==> src/rtl/serial_rx_buffer_pkg.sv <==
package serial_rx_buffer_pkg;
   localparam int unsigned MIN_WORD_LEN = 3;

   typedef struct packed {
      logic dma_mode;
      logic irq_mask;
   } notify_cfg_t;
endpackage

==> src/rtl/srb_shifter.sv <==
module srb_shifter #(
   parameter int unsigned DATA_W = 32,
   localparam int unsigned CNT_W = $clog2(DATA_W + 1)
) (
   input  logic              clk_i,
   input  logic              rst_ni,
   input  logic              en_i,
   input  logic              bclk_en_i,
   input  logic              fs_i,
   input  logic              sd_i,
   input  logic [CNT_W-1:0]  wlen_i,
   output logic              done_o,
   output logic [DATA_W-1:0] word_o
);
   logic [DATA_W-1:0] shreg_q;
   logic [CNT_W-1:0]  cnt_q;
   logic              active_q;
   logic              take;

   always_comb begin
      take   = en_i & bclk_en_i;
      word_o = {shreg_q[DATA_W-2:0], sd_i};
      done_o = take & ~fs_i & active_q & ((cnt_q + CNT_W'(1)) == wlen_i);
   end

   always_ff @(posedge clk_i or negedge rst_ni) begin
      if (!rst_ni) begin
         shreg_q  <= '0;
         cnt_q    <= '0;
         active_q <= 1'b0;
      end else if (!en_i) begin
         active_q <= 1'b0;
      end else if (take) begin
         if (fs_i) begin
            shreg_q  <= {{(DATA_W-1){1'b0}}, sd_i};
            cnt_q    <= CNT_W'(1);
            active_q <= 1'b1;
         end else if (active_q) begin
            shreg_q <= word_o;
            cnt_q   <= cnt_q + CNT_W'(1);
            if (done_o) active_q <= 1'b0;
         end
      end
   end
endmodule

==> src/rtl/srb_holding.sv <==
module srb_holding #(
   parameter int unsigned DATA_W = 32,
   localparam int unsigned CNT_W = $clog2(DATA_W + 1)
) (
   input  logic              clk_i,
   input  logic              rst_ni,
   input  logic              load_i,
   input  logic [DATA_W-1:0] word_i,
   input  logic [CNT_W-1:0]  wlen_i,
   input  logic              rd_ready_i,
   input  logic              ovf_clr_i,
   output logic              valid_o,
   output logic [DATA_W-1:0] data_o,
   output logic              ovf_o
);
   logic [DATA_W-1:0] keep;

   for (genvar b = 0; b < DATA_W; b++) begin : g_keep
      assign keep[b] = (CNT_W'(b) < wlen_i);
   end

   always_ff @(posedge clk_i or negedge rst_ni) begin
      if (!rst_ni) begin
         valid_o <= 1'b0;
         data_o  <= '0;
         ovf_o   <= 1'b0;
      end else begin
         if (load_i) begin
            data_o  <= word_i & keep;
            valid_o <= 1'b1;
         end else if (valid_o && rd_ready_i) begin
            valid_o <= 1'b0;
         end
         if (load_i && valid_o && !rd_ready_i) ovf_o <= 1'b1;
         else if (ovf_clr_i)                   ovf_o <= 1'b0;
      end
   end
endmodule

==> src/rtl/srb_notify.sv <==
module srb_notify
   import serial_rx_buffer_pkg::*;
(
   input  logic        clk_i,
   input  logic        rst_ni,
   input  logic        load_i,
   input  logic        valid_i,
   input  notify_cfg_t cfg_i,
   output logic        irq_o,
   output logic        dma_req_o
);
   always_ff @(posedge clk_i or negedge rst_ni) begin
      if (!rst_ni) irq_o <= 1'b0;
      else         irq_o <= load_i & ~cfg_i.irq_mask & ~cfg_i.dma_mode;
   end

   assign dma_req_o = valid_i & cfg_i.dma_mode;
endmodule

==> src/rtl/serial_rx_buffer.sv <==
module serial_rx_buffer
   import serial_rx_buffer_pkg::*;
#(
   parameter int unsigned DATA_W = 32,
   localparam int unsigned CNT_W = $clog2(DATA_W + 1)
) (
   input  logic              clk_i,
   input  logic              rst_ni,
   input  logic              rx_en_i,
   input  logic              bclk_en_i,
   input  logic              fs_i,
   input  logic              sd_i,
   input  logic [CNT_W-1:0]  wlen_i,
   input  logic              dma_mode_i,
   input  logic              irq_mask_i,
   input  logic              ovf_clr_i,
   input  logic              rd_ready_i,
   output logic              rd_valid_o,
   output logic [DATA_W-1:0] rd_data_o,
   output logic              ovf_o,
   output logic              irq_o,
   output logic              dma_req_o
);
   if (DATA_W < MIN_WORD_LEN) begin : g_bad_width
      $error("serial_rx_buffer: DATA_W below minimum word length");
   end

   logic              word_done;
   logic [DATA_W-1:0] word_bits;
   notify_cfg_t       cfg;

   assign cfg = '{dma_mode: dma_mode_i, irq_mask: irq_mask_i};

   srb_shifter #(.DATA_W(DATA_W)) shifter_i (
      .clk_i(clk_i), .rst_ni(rst_ni), .en_i(rx_en_i), .bclk_en_i(bclk_en_i),
      .fs_i(fs_i), .sd_i(sd_i), .wlen_i(wlen_i),
      .done_o(word_done), .word_o(word_bits)
   );

   srb_holding #(.DATA_W(DATA_W)) holding_i (
      .clk_i(clk_i), .rst_ni(rst_ni), .load_i(word_done), .word_i(word_bits),
      .wlen_i(wlen_i), .rd_ready_i(rd_ready_i), .ovf_clr_i(ovf_clr_i),
      .valid_o(rd_valid_o), .data_o(rd_data_o), .ovf_o(ovf_o)
   );

   srb_notify notify_i (
      .clk_i(clk_i), .rst_ni(rst_ni), .load_i(word_done), .valid_i(rd_valid_o),
      .cfg_i(cfg), .irq_o(irq_o), .dma_req_o(dma_req_o)
   );
endmodule

==> config.mk <==
export PLATFORM = sky130hd
export DESIGN_NAME = serial_rx_buffer
export DESIGN_NICKNAME = d
export VERILOG_FILES = /design/src/rtl/serial_rx_buffer_pkg.sv /design/src/rtl/srb_shifter.sv /design/src/rtl/srb_holding.sv /design/src/rtl/srb_notify.sv /design/src/rtl/serial_rx_buffer.sv
export SDC_FILE = /design/constraint.sdc
export NUM_CORES = 1
export LEC_CHECK = 0
export ABC_AREA = 1
export BUFFER_PORTS_ARGS = -buffer_cell sky130_fd_sc_hd__buf_2
export CORE_AREA = 4 4 85 87
export CTS_BUF_LIST = sky130_fd_sc_hd__clkbuf_16
export CTS_CLUSTER_SIZE = 30
export DETAILED_ROUTE_END_ITERATION = 8
export DIE_AREA = 0 0 89 91
export MAX_ROUTING_LAYER = met4
export PLACE_DENSITY = 0.75
export REMOVE_ABC_BUFFERS = 1
export SKIP_LAST_GASP = 1
export SLEW_MARGIN = 20
export SYNTH_ARGS = -nofsm -noshare
export SYNTH_HDL_FRONTEND = slang
export SYNTH_SLANG_ARGS = --single-unit
==> constraint.sdc <==
create_clock -name clk_i -period 2.9 [get_ports clk_i]
set_input_delay 0.435 -clock clk_i [delete_from_list [all_inputs] [get_ports clk_i]]
set_output_delay 0.435 -clock clk_i [all_outputs]
set_load 0.01 [all_outputs]
==> metrics.txt <==
Final nets=491; Max VDD drop=0.0003934 V; #FFs+latches synth=73; CTS resizes=0; leakage=0.002221 uW; CP Class=flip-flop to flip-flop; port bufs=51; DRT Wirelength=7863 um; Clock Sink Count=73; Max Clock Skew=3.367 ps; DRT iter0 DRCs=196; final hold vios=0; clock transition at the registers of the reported paths=50 ps; placed cell area=0.003755 mm2; GPL Wtd Cong=0.9095; area occupied by multi-input gates=0.001275 mm2; share of cells above drive strength 1=16.53%; outcome=complete, no violations; YS warnings=0; first-pass GRT wire length=13810 um; boundary pin count=52; Combinational Power Share=7.6%; ant diodes=0; f_max=494.6 MHz; Hold WC Path Type=input port to asynchronous set/reset pin; Setup Viol. Count Final=0; Avg Inst Size Synth=8.148 um2; Fill cells=548; Root Buffer=clkbuf_16; CTS Buf Count=9; kind of start point of the critical path=flip-flop; Max-cap violations=0; pin count of the biggest net entering global routing=48; Data required, critical path=3120 ps; register area share after synthesis=52.88%; minimum clock period=2022 ps; Clock power frac=44.2%; CTS H-Tree Depth=3; Finished Cell Area=0.004009 mm2; CTS tree=done; grt ovf=0; drt drc=0; wire length per cell=14.17 um; Reg power frac=48.2%; mapped cell area=0.003455 mm2; fin. max-slew vios=0; Synth Instances=424; worst reg2reg setup slack=880 ps; DRT Pass-1 Iters=4; placed insts=540; Crit. End Element=flip-flop; Synth cell types=28; Switch Pwr=525.3 uW; worst path arrival time=2240 ps; Die ar.=0.008099 mm2; core area=0.006350 mm2; Post-Layout Cell Count=555; Area growth syn-to-layout=16.04%; CTS Buffer Depth=2; Hold Buf Count CTS=0; vias in the first global route=2925; HPWL Detailed=5319 um; Final Total Pwr=2166 uW; Global Route Usage Sum=22.18%; post-CTS repair timing setup buffer count=0; sequential cell area=0.001827 mm2; final setup TNS=0 ps; post-DR vias/cell=5.283; Die W=89 um; slew of the pin with the lowest slew margin=623.3 ps; Crit Path Max Fanout=35; die outline height=91 um; internal power=1641 uW; initial antenna violation count=0; period utilisation layout=69.72%; row cnt=29; Slew HR=58.45%; vias post-DR=2932; Clock Latency Late Sink=330 ps; antenna-violating nets left=0; Initial Util=54.40%; power per cell area=540.4 mW/mm2; RSZ-0062 raised after global routing=false; Sw Share=24.25%
[per-stage QoR]
| stage | utilization [%] | hold WS [ps] | setup WS [ps] |
|---|---|---|---|
| after CTS | 63.13 | 135.9 | 861.5 |
| after global placement | 59.13 | 450.5 | 930.6 |
| after floorplan | - | 139.4 | 892.7 |
| after detailed placement | 59.13 | 453.3 | 891.3 |
| final | 63.13 | 115.1 | 878.2 |
| after global routing | 63.13 | 175.2 | 605.0 |
[worst max-delay path, stage by stage, from the launching register on]
cell and delay (ps):
dfrtp_1 430, ha_1 270, inv_1 60, nand2_1 70
nand2_1 90, nand2_1 60, nand2_1 80, nand3_1 70
nor2_1 170, nand3_4 340, nand2_1 180, nand2_1 60
[layout make-up]
type | instances | area share, %
Clock buffer | 9 | 5.618
Clock inverter | 6 | 0.7179
Inverter | 65 | 6.086
Multi-Input combinational cell | 268 | 31.80
Sequential cell | 73 | 45.57
Tap cell | 77 | 2.403
Timing Repair Buffer | 57 | 7.803
[cells in the mapped netlist]
cell / n / area (um2)
o21ai_1: 1 / 5.000
nand3_2: 1 / 10.01
ha_1: 1 / 12.51
buf_6: 3 / 33.78
inv_2: 1 / 3.750
nor2_2: 3 / 18.77
nand3_1: 53 / 265.3
a21oi_1: 4 / 20.02
nor2_1: 28 / 105.1
nor2_4: 1 / 11.26
or2_2: 1 / 6.260
clkbuf_1: 6 / 22.52
xnor2_1: 1 / 8.760
nand3_4: 1 / 17.52
inv_1: 64 / 240.2
buf_4: 4 / 30.03
buf_1: 2 / 7.510
o21a_1: 1 / 7.510
a211oi_1: 6 / 45.04
o21ai_0: 19 / 95.09
nand2_2: 1 / 6.260
nand2_1: 108 / 405.4
nand4_1: 2 / 12.51
buf_2: 3 / 15.01
nor3_1: 4 / 20.02
o22ai_1: 31 / 193.9
dfrtp_1: 73 / 1827
o21ai_2: 1 / 8.760
[sequential cells by signal (all words and copies together), names as in the netlist]
name                cells
holding_i.ovf_o         1
notify_i.irq_o          1
shifter_i.shreg_q      31
holding_i.data_o       32
shifter_i.cnt_q         6
holding_i.valid_o       1
shifter_i.active_q      1
[power groups by stage]
stage,logic (uW),clock network (uW),registers [uW]
after floorplan,89.0,0,1060
after global placement,161,0,1060
after detailed placement,165,0,1060
after CTS,166,966,1040
after global routing,188,1010,1050
final,165,957,1050
[metal layers]
metal  GRT usage, %  part of all wire [%]  vias up
met4          9.677                   2.2        0
met3          2.896                   5.1       15
met1          29.57                    45     1367
met2          33.85                    48       79
met5              -                     0        -
li1               -                     -     1471
[cells by family after synthesis]
| logic type | count (synthesis) | synth area share (%) |
|---|---|---|
| and+or+nand+nor | 203 | 25.43 |
| buffers and inverters | 83 | 10.21 |
| DFF | 73 | 52.88 |
| AOI/OAI and AO/OA | 63 | 10.87 |
| xor gates and xnor gates | 1 | 0.2536 |
| adders and majority gates | 1 | 0.3621 |
[path summary, 6_finish.rpt]
path	from	end	cells after the start
min in group clk_i	rd_ready_i	holding_i.valid_o	2
hold / removal	rst_ni	shifter_i.active_q	1
hold reg to reg	holding_i.data_o[13]	holding_i.data_o[13]	2
setup reg to reg	shifter_i.cnt_q[0]	holding_i.data_o[9]	11
max in group asynchronous	rst_ni	shifter_i.shreg_q[9]	2
setup / recovery	shifter_i.cnt_q[0]	holding_i.data_o[9]	11
[placed cells by master, fill, tap and decap left out, drive strengths merged]
master,instances
clkinv,3
ha,1
nand3,55
nand4,2
a211oi,6
a21oi,4
clkbuf,9
dfrtp,73
inv,67
o22ai,31
clkinvlp,1
nand2,109
o21a,1
nor3,4
or2,1
buf,57
nor2,32
o21ai,21
xnor2,1
(Power assumes the default switching activity.)
